==> src/rtl/cache_pkg.sv <==
package cache_pkg;
  typedef enum logic [1:0] {
    ST_IDLE,
    ST_EVICT,
    ST_FILL,
    ST_WTHRU
  } cache_state_e;
endpackage

==> src/rtl/sa_cache_way.sv <==
module sa_cache_way #(
  parameter int SET_BITS = 2,
  parameter int TAG_W    = 4,
  parameter int BLK_W    = 32
) (
  input  logic                clk,
  input  logic                rst,
  input  logic [SET_BITS-1:0] rd_set,
  input  logic [TAG_W-1:0]    rd_tag,
  output logic                rd_hit,
  output logic                rd_valid,
  output logic                rd_dirty,
  output logic [TAG_W-1:0]    rd_tag_q,
  output logic [BLK_W-1:0]    rd_blk,
  input  logic                wr_en,
  input  logic [SET_BITS-1:0] wr_set,
  input  logic [TAG_W-1:0]    wr_tag,
  input  logic [BLK_W-1:0]    wr_blk,
  input  logic                wr_dirty
);
  localparam int SETS = 1 << SET_BITS;

  logic [SETS-1:0]  valid_q;
  logic [SETS-1:0]  dirty_q;
  logic [TAG_W-1:0] tag_mem [SETS];
  logic [BLK_W-1:0] blk_mem [SETS];

  // storage arrays carry no reset so they map onto distributed RAM
  always_ff @(posedge clk) begin
    if (wr_en) begin
      tag_mem[wr_set] <= wr_tag;
      blk_mem[wr_set] <= wr_blk;
    end
  end

  always_ff @(posedge clk) begin
    if (rst) begin
      valid_q <= '0;
      dirty_q <= '0;
    end else if (wr_en) begin
      valid_q[wr_set] <= 1'b1;
      dirty_q[wr_set] <= wr_dirty;
    end
  end

  assign rd_valid = valid_q[rd_set];
  assign rd_dirty = dirty_q[rd_set];
  assign rd_tag_q = tag_mem[rd_set];
  assign rd_blk   = blk_mem[rd_set];
  assign rd_hit   = rd_valid && (tag_mem[rd_set] == rd_tag);
endmodule

==> src/rtl/sa_cache_lru.sv <==
module sa_cache_lru #(
  parameter int WAYS     = 2,
  parameter int SET_BITS = 2,
  parameter int WAY_W    = (WAYS > 1) ? $clog2(WAYS) : 1
) (
  input  logic                clk,
  input  logic                rst,
  input  logic [SET_BITS-1:0] q_set,
  input  logic [WAYS-1:0]     valid_vec,
  output logic [WAY_W-1:0]    victim,
  input  logic                touch_en,
  input  logic [SET_BITS-1:0] touch_set,
  input  logic [WAY_W-1:0]    touch_way
);
  localparam int SETS = 1 << SET_BITS;

  // per-line age: 0 = most recent, WAYS-1 = next victim
  logic [WAY_W-1:0] age_q [SETS][WAYS];
  logic [WAYS-1:0]  old_mask;
  logic             found;

  always_ff @(posedge clk) begin
    if (rst) begin
      for (int s = 0; s < SETS; s++)
        for (int w = 0; w < WAYS; w++)
          age_q[s][w] <= WAY_W'(WAYS - 1 - w);
    end else if (touch_en) begin
      for (int w = 0; w < WAYS; w++) begin
        if (WAY_W'(w) == touch_way)
          age_q[touch_set][w] <= '0;
        else if (age_q[touch_set][w] < age_q[touch_set][touch_way])
          age_q[touch_set][w] <= age_q[touch_set][w] + 1'b1;
      end
    end
  end

  always_comb begin
    victim = '0;
    found  = 1'b0;
    for (int w = WAYS - 1; w >= 0; w--) begin
      if (!valid_vec[w]) begin
        victim = WAY_W'(w);
        found  = 1'b1;
      end
    end
    if (!found) begin
      for (int w = 0; w < WAYS; w++)
        if (age_q[q_set][w] == WAY_W'(WAYS - 1)) victim = WAY_W'(w);
    end
  end

  always_comb begin
    for (int w = 0; w < WAYS; w++)
      old_mask[w] = (age_q[touch_set][w] == WAY_W'(WAYS - 1));
  end

  AST_LRU_ONE_OLDEST: assert property (@(posedge clk) disable iff (rst)
    $countones(old_mask) == 1);
endmodule

==> src/rtl/sa_cache.sv <==
module sa_cache
  import cache_pkg::*;
#(
  parameter int ADDR_W     = 8,
  parameter int OFF_BITS   = 2,
  parameter int SET_BITS   = 2,
  parameter int WAYS       = 2,
  parameter int WRITE_BACK = 1,
  parameter int CNT_W      = 16
) (
  input  logic                         clk,
  input  logic                         rst,
  input  logic                         req,
  input  logic                         we,
  input  logic [ADDR_W-1:0]            addr,
  input  logic [7:0]                   wdata,
  output logic                         ready,
  output logic                         rvalid,
  output logic [7:0]                   rdata,
  output logic [CNT_W-1:0]             hit_count,
  output logic [CNT_W-1:0]             miss_count,
  output logic                         mem_req,
  output logic                         mem_we,
  output logic [ADDR_W-OFF_BITS-1:0]   mem_addr,
  output logic [8*(2**OFF_BITS)-1:0]   mem_wdata,
  output logic [(2**OFF_BITS)-1:0]     mem_wstrb,
  input  logic                         mem_ack,
  input  logic [8*(2**OFF_BITS)-1:0]   mem_rdata
);
  localparam int TAG_W     = ADDR_W - SET_BITS - OFF_BITS;
  localparam int BLK_BYTES = 1 << OFF_BITS;
  localparam int BLK_W     = 8 * BLK_BYTES;
  localparam int WAY_W     = (WAYS > 1) ? $clog2(WAYS) : 1;

  cache_state_e state;

  logic [ADDR_W-1:0]   lat_addr;
  logic                lat_we;
  logic [7:0]          lat_wdata;
  logic [WAY_W-1:0]    lat_way;

  logic [ADDR_W-1:0]   look_addr;
  logic [OFF_BITS-1:0] look_off;
  logic [SET_BITS-1:0] look_set;
  logic [TAG_W-1:0]    look_tag;

  logic [WAYS-1:0]     hit_vec, v_rd, d_rd, way_we;
  logic [TAG_W-1:0]    tag_rd [WAYS];
  logic [BLK_W-1:0]    blk_rd [WAYS];
  logic                hit, accept;
  logic [WAY_W-1:0]    hit_way, victim, touch_way;
  logic                touch_en, wr_dirty;
  logic [BLK_W-1:0]    wr_blk;

  function automatic logic [BLK_W-1:0] put_byte(input logic [BLK_W-1:0] blk,
                                                input logic [OFF_BITS-1:0] off,
                                                input logic [7:0] b);
    logic [BLK_W-1:0] r;
    r = blk;
    r[8*off +: 8] = b;
    return r;
  endfunction

  // the request address is looked up while idle, the latched one otherwise
  assign look_addr = (state == ST_IDLE) ? addr : lat_addr;
  assign look_off  = look_addr[OFF_BITS-1:0];
  assign look_set  = look_addr[OFF_BITS +: SET_BITS];
  assign look_tag  = look_addr[ADDR_W-1 -: TAG_W];
  assign ready     = (state == ST_IDLE);
  assign accept    = req && ready;

  for (genvar w = 0; w < WAYS; w++) begin : g_way
    sa_cache_way #(
      .SET_BITS(SET_BITS), .TAG_W(TAG_W), .BLK_W(BLK_W)
    ) u_way (
      .clk(clk), .rst(rst),
      .rd_set(look_set), .rd_tag(look_tag),
      .rd_hit(hit_vec[w]), .rd_valid(v_rd[w]), .rd_dirty(d_rd[w]),
      .rd_tag_q(tag_rd[w]), .rd_blk(blk_rd[w]),
      .wr_en(way_we[w]), .wr_set(look_set), .wr_tag(look_tag),
      .wr_blk(wr_blk), .wr_dirty(wr_dirty)
    );
  end

  sa_cache_lru #(.WAYS(WAYS), .SET_BITS(SET_BITS), .WAY_W(WAY_W)) u_lru (
    .clk(clk), .rst(rst),
    .q_set(look_set), .valid_vec(v_rd), .victim(victim),
    .touch_en(touch_en), .touch_set(look_set), .touch_way(touch_way)
  );

  always_comb begin
    hit     = |hit_vec;
    hit_way = '0;
    for (int w = 0; w < WAYS; w++)
      if (hit_vec[w]) hit_way = WAY_W'(w);
  end

  // line write port and recency update
  always_comb begin
    way_we    = '0;
    wr_blk    = blk_rd[hit_way];
    wr_dirty  = 1'b0;
    touch_en  = 1'b0;
    touch_way = hit_way;
    if (accept && hit) begin
      touch_en = 1'b1;
      if (we) begin
        way_we[hit_way] = 1'b1;
        wr_blk   = put_byte(blk_rd[hit_way], look_off, wdata);
        wr_dirty = (WRITE_BACK != 0) || d_rd[hit_way];
      end
    end else if (state == ST_FILL && mem_ack) begin
      touch_en        = 1'b1;
      touch_way       = lat_way;
      way_we[lat_way] = 1'b1;
      wr_blk   = lat_we ? put_byte(mem_rdata, look_off, lat_wdata) : mem_rdata;
      wr_dirty = lat_we;
    end
  end

  always_ff @(posedge clk) begin
    if (rst) begin
      state      <= ST_IDLE;
      rvalid     <= 1'b0;
      rdata      <= '0;
      hit_count  <= '0;
      miss_count <= '0;
      mem_req    <= 1'b0;
      mem_we     <= 1'b0;
      mem_addr   <= '0;
      mem_wdata  <= '0;
      mem_wstrb  <= '0;
      lat_addr   <= '0;
      lat_we     <= 1'b0;
      lat_wdata  <= '0;
      lat_way    <= '0;
    end else begin
      rvalid <= 1'b0;
      unique case (state)
        ST_IDLE: if (accept) begin
          lat_addr  <= addr;
          lat_we    <= we;
          lat_wdata <= wdata;
          lat_way   <= victim;
          if (hit) hit_count  <= hit_count + 1'b1;
          else     miss_count <= miss_count + 1'b1;
          if (we && WRITE_BACK == 0) begin
            state     <= ST_WTHRU;
            mem_req   <= 1'b1;
            mem_we    <= 1'b1;
            mem_addr  <= addr[ADDR_W-1:OFF_BITS];
            mem_wdata <= put_byte({BLK_W{1'b0}}, look_off, wdata);
            mem_wstrb <= BLK_BYTES'(1) << look_off;
          end else if (!hit) begin
            mem_req <= 1'b1;
            if (WRITE_BACK != 0 && v_rd[victim] && d_rd[victim]) begin
              state     <= ST_EVICT;
              mem_we    <= 1'b1;
              mem_addr  <= {tag_rd[victim], look_set};
              mem_wdata <= blk_rd[victim];
              mem_wstrb <= '1;
            end else begin
              state     <= ST_FILL;
              mem_we    <= 1'b0;
              mem_addr  <= addr[ADDR_W-1:OFF_BITS];
              mem_wstrb <= '0;
            end
          end else if (!we) begin
            rvalid <= 1'b1;
            rdata  <= blk_rd[hit_way][8*look_off +: 8];
          end
        end
        ST_EVICT: if (mem_ack) begin
          state     <= ST_FILL;
          mem_we    <= 1'b0;
          mem_addr  <= lat_addr[ADDR_W-1:OFF_BITS];
          mem_wstrb <= '0;
        end
        ST_FILL: if (mem_ack) begin
          state   <= ST_IDLE;
          mem_req <= 1'b0;
          if (!lat_we) begin
            rvalid <= 1'b1;
            rdata  <= mem_rdata[8*look_off +: 8];
          end
        end
        ST_WTHRU: if (mem_ack) begin
          state   <= ST_IDLE;
          mem_req <= 1'b0;
        end
        default: state <= ST_IDLE;
      endcase
    end
  end

  AST_ONE_HIT: assert property (@(posedge clk) disable iff (rst)
    $onehot0(hit_vec));
  AST_STALL: assert property (@(posedge clk) disable iff (rst)
    mem_req |-> !ready);
  AST_CMD_HOLD: assert property (@(posedge clk) disable iff (rst)
    (mem_req && !mem_ack) |=> (mem_req && $stable(mem_addr) && $stable(mem_we)));
  AST_CNT_STEP: assert property (@(posedge clk) disable iff (rst)
    accept |=> (CNT_W'(hit_count + miss_count) == CNT_W'($past(hit_count) + $past(miss_count) + 1'b1)));
  AST_WR_STRB: assert property (@(posedge clk) disable iff (rst)
    (mem_req && mem_we) |-> ((WRITE_BACK != 0) ? (&mem_wstrb) : ($countones(mem_wstrb) == 1)));
endmodule

==> config.mk <==
export PLATFORM = sky130hd
export DESIGN_NAME = sa_cache
export DESIGN_NICKNAME = d
export VERILOG_FILES = /design/src/rtl/cache_pkg.sv /design/src/rtl/sa_cache_way.sv /design/src/rtl/sa_cache_lru.sv /design/src/rtl/sa_cache.sv
export SDC_FILE = /design/constraint.sdc
export NUM_CORES = 1
export LEC_CHECK = 0
export ABC_AREA = 1
export BUFFER_PORTS_ARGS = -buffer_cell sky130_fd_sc_hd__buf_4
export CORE_MARGIN = 4
export CORE_UTILIZATION = 65
export DETAILED_ROUTE_END_ITERATION = 10
export PLACE_DENSITY = 0.85
export SLEW_MARGIN = 20
export SYNTH_ARGS = -nofsm -noshare
export SYNTH_HDL_FRONTEND = slang
export SYNTH_HIERARCHICAL = 1
export SYNTH_SLANG_ARGS = --single-unit
==> constraint.sdc <==
create_clock -name clk -period 14 [get_ports clk]
set_input_delay 2.8 -clock clk [delete_from_list [all_inputs] [get_ports clk]]
set_output_delay 2.8 -clock clk [all_outputs]
set_load 0.03 [all_outputs]
==> results.md, run 1 <==
* EDFF count, synth at a little under 300
* Synth Instances at 2,213
* Placed instance count at approximately 2,700
* Post-synthesis sequential area ratio at 0.5734
* Mapped Area at about 20,000 um^2
* WL/cell at about 22 um
* Biggest fanout along the worst timing path at around 100
* Tot GR Track Use at 0.3442
* Post-route ant nets at 0
* Final number of max-transition violations at 0
* P&R area growth vs syn at 12.87%
* Warnings, synthesis at 6
* Worst skew pair latency at roughly 0.57 ns
* Yosys reg bits at 413
* Dpl hpwl at 37,960 um
* FFs w/ async S/R, synth at 0
* Drt drc at 0
* Fin crit share at 0.5575
* Initial drt markers at 2,254
* First-pass GRT wire length at between 80,000 and 90,000 um
* Leak at about 8.6 nW
* Post-CTS Hold Buffers at 0
* CTS root buf: clkbuf_16
* Routability cong. at approximately 1.1
* Area after DPL at 20,750 um^2
* Critical Path End Type: register
* Die width at 181.5 um
* Port Buffer Count at about 140
* Most common cell after layout, fill and taps aside: nand2_1
* Antenna violations before repair at 0
* Post-synth top flop: edfxtp_1
* Post-route cell area at roughly 22,000 um^2
* DR vias/cell at roughly 6.3
* Via count of the first global-routing pass at between 15,000 and 20,000
* Clock Skews at 0.02505 ns
* Post-CTS Setup Inserts at 0
* Critical path arrival at about 8.0 ns
* Total design power at ~3.4 mW
* Fill cells at about 2,100
* CTS H-tree lvls at 2
* Post-CTS Resized at 0
* Multi-input gate area at between 7000 and 8000 um^2
* Synth cell types at 48
* Register area at between 10,000 and 15,000 um^2
* IO Pins at 139
* CTS Buf Count at 41
* Ratio of total power to cell area at around 150 nW/um^2
* Hold Path Class: reg -> reg
* Core area at roughly 30,000 um^2
* Setup-failing EPs final at 0
* Slew @ Worst Pin at 1.146 ns
* Status: complete, no violations
* Crit path required time at between 10 and 15 ns
* Worst VDD drop at ~0.00015 V
* Die footprint at approximately 33,000 um^2
* Diodes inserted at 0
* Worst Setup Start Kind: input pin
* FP Rows at 63
* Initial cell density of the core at 0.6602
* Max-slew headroom at 0.2281
* Tmin final at around 7.8 ns
* Share of cells above drive strength 1 at 0.1254
* Fmax at between 100 and 150 MHz
* Drt first pass iters at 7
* CTS Sinks at 413
* Routed wire length at a little under 60,000 um
* Most frequent cells in the layout: nand2_1, edfxtp_1, o21ai_0, nand3_1, nor2_1
* Post-Layout Cell Count at approximately 2,700
* Congestion Overflow GR at 0
* Syn nets at 2,271
* Vias post-DR at between 15,000 and 20,000
* Syn Area/Cell at between 8 and 9 um^2
* Worst-path clk slew at roughly 0.06 ns
* Path type of the worst setup path: in -> reg
* RSZ-0062 raised after global routing: no
* Setup_tns at 0 ns
* Chip Height at 181.5 um
* Fin nets at 2,362
* Fin. Hold Viols at 0
* CTS max path bufs at 3
* Max Cap Viol at 0
* CTS tree: built
* Largest net degree at the start of global routing at roughly 180
layer usage:
layer	track usage	up-vias	routed length, um
met5	0	-	0
met4	0.1768	0	3828
met3	0.06210	248	6539
met2	0.5561	1230	27170
met1	0.4496	8025	21110
li1	-	7801	-
cells in the mapped netlist, types with 10 or more instances:
cell,instances,area share
a21oi_1,99,0.025
a31oi_1,33,0.011
buf_2,39,0.010
buf_4,14,0.0054
clkbuf_1,59,0.011
dfxtp_1,118,0.12
edfxtp_1,295,0.45
inv_1,152,0.029
inv_2,10,0.0019
nand2_1,549,0.11
nand2_2,15,0.0048
nand3_1,226,0.058
nand4_1,10,0.0032
nor2_1,179,0.034
nor3_1,13,0.0033
o21ai_0,239,0.061
o21ai_1,15,0.0038
o22ai_1,68,0.022
power by group:
| group | switching, mW | internal [mW] |
|---|---|---|
| combinational | 0.637 | 0.214 |
| sequential | 0.0220 | 1.43 |
| clock | 0.483 | 0.614 |
| total | 1.14 | 2.26 |
kinds of logic after synthesis:
family	Yosys count	synth area share
AO/OA/AOI/OAI	480	0.1333
adder cells (fa/ha/maj)	5	0.003197
AND/OR/NAND/NOR	1028	0.2266
XOR/XNOR	1	0.0004477
flip-flops	413	0.5734
buffers and inverters	286	0.06305
layout make-up:
type                    count  area share
repair buffers            168     0.05824
clock inverters            22    0.009687
multi-input cells        1514      0.3227
flip-flops and latches    413      0.5080
clock buffers              54     0.05093
inverters                 166     0.02833
well taps                 390     0.02209
worst max-delay path, stage by stage:
cell	delay [ns]
buf_4	0.08
inv_1	0.04
nand2_1	0.05
o21ai_0	0.12
inv_2	0.10
buf_12	0.32
clkinv_1	1.02
nand3_1	0.44
nand2_1	0.11
nand2_1	0.09
nand3_1	0.10
nor2_2	0.11
buf_4	0.38
clkinv_1	0.59
o21ai_0	0.55
nand3_1	0.21
inv_1	0.24
buf_4	0.45
path summary, 6_finish.rpt:
path / start / end / slack [ns] / cells past startpoint
setup reg to reg: state[1]$_SDFFE_PP0P_ / g_way[1].u_way/blk_mem[3][28]$_DFFE_PP_ / 7.83 / 16
hold / removal: g_way[0].u_way/valid_q[3]$_SDFFE_PP0P_ / g_way[0].u_way/valid_q[3]$_SDFFE_PP0P_ / 0.47 / 2
hold reg to reg: g_way[0].u_way/valid_q[3]$_SDFFE_PP0P_ / g_way[0].u_way/valid_q[3]$_SDFFE_PP0P_ / 0.47 / 2
setup / recovery: addr[3] / g_way[1].u_way/blk_mem[3][28]$_DFFE_PP_ / 6.20 / 18
sequential cells by signal, summed over array words and instances, names as in the netlist:
| name | count |
|---|---|
| mem_req | 1 |
| miss_count | 16 |
| g_way.u_way/valid_q | 8 |
| lat_wdata | 8 |
| lat_way | 1 |
| g_way.u_way/tag_mem | 32 |
| g_way.u_way/blk_mem | 256 |
| g_way.u_way/dirty_q | 8 |
| rdata | 8 |
| mem_wdata | 32 |
| mem_addr | 6 |
| lat_we | 1 |
| lat_addr | 8 |
| hit_count | 16 |
| state | 2 |
| mem_wstrb | 1 |
| u_lru/age_q | 8 |
| rvalid | 1 |
metrics by stage:
| stage | worst slack, ns | util | hold slack [ns] |
|---|---|---|---|
| after CTS | 6.790 | 0.7452 | 0.4657 |
| final | 6.196 | 0.7452 | 0.4706 |
| after detailed placement | 6.239 | 0.7000 | 0.4539 |
| after floorplan | 7.410 | - | 0.4354 |
| after global routing | 5.770 | 0.7452 | 0.4801 |
| after global placement | 6.327 | 0.7000 | 0.4444 |
(Power assumes the default switching activity.)
==> run 2, diff against run 1 <==
--- a/config.mk
+++ b/config.mk
@@ -8,9 +8,9 @@
 export ABC_AREA = 1
 export BUFFER_PORTS_ARGS = -buffer_cell sky130_fd_sc_hd__buf_4
 export CORE_MARGIN = 4
-export CORE_UTILIZATION = 65
+export CORE_UTILIZATION = 61
 export DETAILED_ROUTE_END_ITERATION = 10
-export PLACE_DENSITY = 0.85
+export PLACE_DENSITY = 0.8
 export SLEW_MARGIN = 20
 export SYNTH_ARGS = -nofsm -noshare
 export SYNTH_HDL_FRONTEND = slang
==> constraint.sdc (replaced) <==
create_clock -name clk -period 8.1 [get_ports clk]
set_input_delay 1.62 -clock clk [delete_from_list [all_inputs] [get_ports clk]]
set_output_delay 1.62 -clock clk [all_outputs]
set_load 0.03 [all_outputs]
==> results.md, run 2 (synthesized netlist as in run 1, its figures left out) <==
* CTS Sinks at a little over 400
* WHS Endpoint: lat_addr[5]$_SDFFE_PP0P_
* Port Buffer Count at approximately 140
* Ratio of total power to cell area at around 270 nW/um^2
* Critical Path End Type: register
* Initial drt markers at approximately 2,200
* Biggest register: g_way.u_way/blk_mem
* Final number of max-transition violations at 0
* Core area at approximately 32,000 um^2
* Total design power at 6.045 mW
* Fin nets at between 2,000 and 2,500
* RSZ-0062 raised after global routing: no
* Max Cap Viol at 0
* Top flop regs: g_way.u_way/blk_mem x256, g_way.u_way/tag_mem x32, mem_wdata x32
* Critical path arrival at between 6 and 7 ns
* Worst Setup Start Kind: input pin
* CTS max path bufs at 3
* Max FFs per register at between 200 and 300
* Max-slew headroom at 0.2274
* Slew @ Worst Pin at approximately 1.2 ns
* Worst skew pair latency at ~0.56 ns
* Combinational Power Share at 0.251
* Crit path required time at approximately 8.5 ns
* Routed wire length at 62,740 um
* Dpl hpwl at 41,790 um
* DR vias/cell at ~6.3
* Min-delay src: lat_addr[5]$_SDFFE_PP0P_
* Biggest fanout along the worst timing path at 64
* WL/cell at 22.85 um
* Vias post-DR at between 15,000 and 20,000
* Cell internal pwr at a little over 4 mW
* Congestion Overflow GR at 0
* Drt first pass iters at 6
* Most frequent cells in the layout: nand2_1, edfxtp_1, o21ai_0, nand3_1, nor2_1
* P&R area growth vs syn at 13.61%
* Diodes inserted at 0
* Reg-to-Reg End: mem_wdata[1]$_SDFFE_PP0P_
* Post-route ant nets at 0
* IO Pins at roughly 140
* CTS root buf: clkbuf_16
* Hold Path Class: reg -> reg
* Worst VDD drop at approximately 0.00020 V
* Post-CTS Resized at 0
* Status: complete, no violations
* Initial cell density of the core at 0.6185
* Antenna violations before repair at 0
* Die footprint at about 35,000 um^2
* Sw frac at 0.3343
* Net Sw Power at 2.021 mW
* Routability cong. at 0.9918
* Setup-failing EPs final at 0
* Setup_tns at 0 ns
* CTS Buf Count at 42
* Die width at around 190 um
* CTS tree: built
* Share of cells above drive strength 1 at 0.1306
* Via count of the first global-routing pass at between 15,000 and 20,000
* Drt drc at 0
* Worst-path clk slew at about 0.06 ns
* FF-to-FF path depth at 18
* Largest net degree at the start of global routing at roughly 100
* Leak at 8.645 nW
* RR Startpoint: state[1]$_SDFFE_PP0P_
* Fin. Hold Viols at 0
* Sequential power share at 0.416
* CTS H-tree lvls at 2
* Most common cell after layout, fill and taps aside: nand2_1
* Fin crit share at 0.7549
* FP Rows at between 60 and 70
* Post-CTS Setup Inserts at 0
* Tmin final at 6.114 ns
* Hold Path Stages at 2
* Fmax at 163.5 MHz
* Post-CTS Hold Buffers at 0
* Path type of the worst setup path: in -> reg
* Clock Skews at 0.02213 ns
* Tot GR Track Use at 0.3481
* Setup slack, reg-to-reg at roughly 2.4 ns
* Chip Height at between 150 and 200 um
* First-pass GRT wire length at 95,360 um
* Clock network power share at 0.333
[run 2: cell count changes in the layout (fill, tap and decap cells not counted), sizes merged]
| cell | change |
|---|---|
| clkbuf | +6 |
| clkinvlp | -2 |
| buf | +4 |
| bufinv | +1 |
| clkinv | -3 |
[run 2: through the flow]
| step | hold WS (ns) | utilization | area [um^2] | setup slack [ns] | cells |
|---|---|---|---|---|---|
| finish | 0.4665 | 0.7027 | 22230 | 1.986 | 2745 |
| global route | 0.4822 | 0.7027 | 22230 | 1.582 | 2745 |
| CTS | 0.4663 | 0.7027 | 22230 | 2.259 | 2745 |
| detailed placement | 0.4576 | 0.6566 | 20770 | 1.710 | 2667 |
| global placement | 0.4490 | 0.6566 | 20770 | 1.833 | 2667 |
| floorplan | 0.4354 | - | 19570 | 2.690 | 2213 |
[run 2: worst max-delay path, stage by stage]
cell and delay [ns]:
buf_4 0.08, inv_1 0.04, nand2_1 0.05, o21ai_0 0.12, inv_2 0.53, buf_4 0.61
nand3_1 0.19, nand2_2 0.15, nand2_1 0.06, inv_1 0.52, buf_4 0.42, inv_1 0.10
nand3_1 0.08, nand2_1 0.24, nand2_1 0.23, clkinv_2 0.71, o21ai_0 0.51, a31oi_1 0.08
[run 2: worst max-delay path by stage]
stage | to | slack, ns | startpoint | cells after the start
2_1_floorplan | g_way[1].u_way/blk_mem[1][0]$_DFFE_PP_ | 2.69 | addr[2] | 15
4_1_cts | g_way[1].u_way/blk_mem[2][14]$_DFFE_PP_ | 2.26 | addr[3] | 19
6_report | mem_wdata[1]$_SDFFE_PP0P_ | 1.99 | addr[3] | 18
5_1_grt | mem_wdata[26]$_SDFFE_PP0P_ | 1.58 | addr[2] | 18
3_5_place_dp | g_way[1].u_way/blk_mem[2][22]$_DFFE_PP_ | 1.71 | addr[3] | 19
3_3_place_gp | g_way[1].u_way/blk_mem[2][22]$_DFFE_PP_ | 1.83 | addr[3] | 19
[run 2: layout make-up]
cell class / instances / area, um^2
flip-flops and latches: 413 / 11220
fillers: 2404 / 9405
multi-input cells: 1514 / 7131
repair buffers: 172 / 1291
clock buffers: 60 / 1239
inverters: 166 / 626.9
well taps: 402 / 503.0
clock inverters: 18 / 220.2
[run 2: power by group through the flow]
stage               registers, mW  logic [mW]  clock network, mW
finish                       2.52        1.52               2.01
global route                 2.52        1.62               2.12
CTS                          2.51        1.48               2.02
detailed placement           2.56        1.46                  0
global placement             2.56        1.44                  0
floorplan                    2.59       0.906                  0
[run 2: routing by layer]
layer | up-vias | wire [um] | global-route usage
met2 | 1134 | 28670 | 0.5574
li1 | 7799 | - | -
met3 | 240 | 5991 | 0.05487
met5 | - | 0 | 0
met4 | 0 | 4440 | 0.1985
met1 | 8075 | 23630 | 0.4553
==> run 3, diff against run 2 <==
--- a/config.mk
+++ b/config.mk
@@ -8,9 +8,9 @@
 export ABC_AREA = 1
 export BUFFER_PORTS_ARGS = -buffer_cell sky130_fd_sc_hd__buf_4
 export CORE_MARGIN = 4
-export CORE_UTILIZATION = 61
+export CORE_UTILIZATION = 55
 export DETAILED_ROUTE_END_ITERATION = 10
-export PLACE_DENSITY = 0.8
+export PLACE_DENSITY = 0.77
 export SLEW_MARGIN = 20
 export SYNTH_ARGS = -nofsm -noshare
 export SYNTH_HDL_FRONTEND = slang
==> constraint.sdc (replaced) <==
create_clock -name clk -period 5.21 [get_ports clk]
set_input_delay 1.042 -clock clk [delete_from_list [all_inputs] [get_ports clk]]
set_output_delay 1.042 -clock clk [all_outputs]
set_load 0.03 [all_outputs]
==> results.md, run 3 (synthesized netlist as in run 1, its figures left out) <==
* Status: complete, no violations
* Crit path required time at 5.46 ns
* Most common cell after layout, fill and taps aside: nand2_1
* Worst VDD drop at a little under 0.0004 V
* WHS at roughly 0.46 ns
* Met2 Wirelength at roughly 28,000 um
* Final number of max-transition violations at 0
* Worst Setup Start Kind: register
* Fin crit share at 0.8421
* Die width at ~200 um
* Post-Layout Cell Count at about 2,800
* Tot GR Track Use at 0.3070
* Area after DPL at about 21,000 um^2
* Initial cell density of the core at 0.5623
* Clock Skews at 0.02300 ns
* Post-CTS Setup Inserts at 0
* Initial drt markers at 1,855
* CTS root buf: clkbuf_16
* Fin nets at roughly 2,400
* FP Rows at 68
* Fin. Hold Viols at 0
* Net Sw Power at approximately 3 mW
* Placed instance count at roughly 2,700
* Worst skew pair latency at about 0.59 ns
* Diodes inserted at 0
* Die footprint at 38,660 um^2
* Max FFs per register at 256
* Vias post-DR at 17,030
* WL/cell at around 22 um
* Tmin final at between 4 and 5 ns
* Biggest fanout along the worst timing path at 30
* Via count of the first global-routing pass at approximately 16,000
* FF-to-FF path depth at 14
* Drt drc at 0
* CTS Sinks at between 400 and 500
* CTS max path bufs at 3
* Max-slew headroom at 0.4036
* RSZ-0062 raised after global routing: no
* Most frequent cells in the layout: nand2_1, edfxtp_1, o21ai_0, nand3_1, nor2_1
* Sw frac at 0.3280
* Post-layout util at 0.6469
* IO Pins at about 140
* Sequential power share at 0.419
* Port Buffer Count at approximately 140
* P&R area growth vs syn at 15.05%
* CTS H-tree lvls at 2
* Max Cap Viol at 0
* Post-route cell area at about 23,000 um^2
* Chip Height at ~200 um
* Worst-path clk slew at 0.06 ns
* Routability cong. at between 0.9 and 1
* Setup-failing EPs final at 0
* Register area at roughly 11,000 um^2
* M1 WL at 23,890 um
* Dpl hpwl at approximately 40,000 um
* Top flop regs: g_way.u_way/blk_mem x256, g_way.u_way/tag_mem x32, mem_wdata x32
* Fill cells at 2,826
* Antenna violations before repair at 0
* Setup_tns at 0 ns
* CTS Buf Count at 44
* Met3 WL at between 7000 and 8000 um
* Hold Path Stages at 2
* CTS tree: built
* DR vias/cell at between 6 and 7
* Post-route ant nets at 0
* Multi-input gate area at just over 7000 um^2
* Post-CTS Resized at 0
* Biggest register: g_way.u_way/blk_mem
* Largest net degree at the start of global routing at 90
* Drt first pass iters at 8
* Critical Path End Type: register
* Cell internal pwr at between 6 and 7 mW
* Combinational Power Share at 0.240
* Share of cells above drive strength 1 at 0.1316
* Congestion Overflow GR at 0
* Path type of the worst setup path: reg -> reg
* Routed wire length at about 60,000 um
* Highest Signal Layer: met4
* Hold Path Class: reg -> reg
* First-pass GRT wire length at about 93,000 um
* Slew @ Worst Pin at 0.8852 ns
* Core area at roughly 35,000 um^2
* Ratio of total power to cell area at 414.9 nW/um^2
* Leak at about 8.7 nW
* Critical path arrival at around 4.6 ns
* Clock network power share at 0.341
* Post-CTS Hold Buffers at 0
* Fmax at ~230 MHz
==> run 3: cell types whose count changed in the layout (fill, tap and decap cells not counted), moves of 2 or more <==
cell / change
clkinv_2: +2
inv_16: -2
clkinv_16: +2
buf_12: +10
clkbuf_16: +3
clkbuf_1: +6
o21ai_0: +2
clkinv_1: +2
clkbuf_8: -10
==> run 3: per-stage QoR <==
stage | setup WS, ns | total power, mW
CTS | 0.9498 | 9.313
floorplan | 0.1446 | 5.430
global route | 0.6215 | 9.718
finish | 0.8226 | 9.341
global placement | 0.9441 | 6.113
detailed placement | 0.7679 | 6.153
==> run 3: cell type report <==
cell class / count / share of cell area
multi-input combinational: 1514 / 0.3166
clock inverter: 23 / 0.01273
tap: 455 / 0.02529
clock buffer: 59 / 0.05325
sequential: 413 / 0.4984
inverter: 166 / 0.02779
timing repair buffer: 181 / 0.06592
==> run 3: per-layer routing <==
layer / up-vias / global-route usage
met4: 0 / 0.1104
met2: 1007 / 0.4827
met1: 8015 / 0.4304
met3: 176 / 0.06051
li1: 7828 / -
met5: - / 0
==> run 3: final timing paths <==
check | startpoint | end | slack (ns)
worst max-delay path | state[1]$_SDFFE_PP0P_ | g_way[0].u_way/blk_mem[0][28]$_DFFE_PP_ | 0.82
worst min register to register | g_way[0].u_way/valid_q[3]$_SDFFE_PP0P_ | g_way[0].u_way/valid_q[3]$_SDFFE_PP0P_ | 0.46
worst min-delay path | g_way[0].u_way/valid_q[3]$_SDFFE_PP0P_ | g_way[0].u_way/valid_q[3]$_SDFFE_PP0P_ | 0.46
worst max register to register | state[1]$_SDFFE_PP0P_ | g_way[0].u_way/blk_mem[0][28]$_DFFE_PP_ | 0.82
==> run 3: power groups by stage <==
stage               Combinational (mW)  Sequential (mW)  Clock (mW)
finish                            2.24             3.91        3.19
global route                      2.45             3.92        3.35
CTS                               2.19             3.91        3.21
detailed placement                2.18             3.98           0
global placement                  2.14             3.97           0
floorplan                         1.41             4.02           0
==> run 3: critical path: stages, from the launching register on <==
cell and delay (ns):
dfxtp_1 0.51, nor2_8 0.13, o21ai_4 0.59, buf_4 0.39, nand2_1 0.10, nand3_1 0.11, nand2_1 0.08, nand2_1 0.06
nand3_1 0.08, nor2_2 0.26, nor2_2 0.13, o32ai_1 0.66, nand3_1 0.25, inv_1 0.36, buf_12 0.30
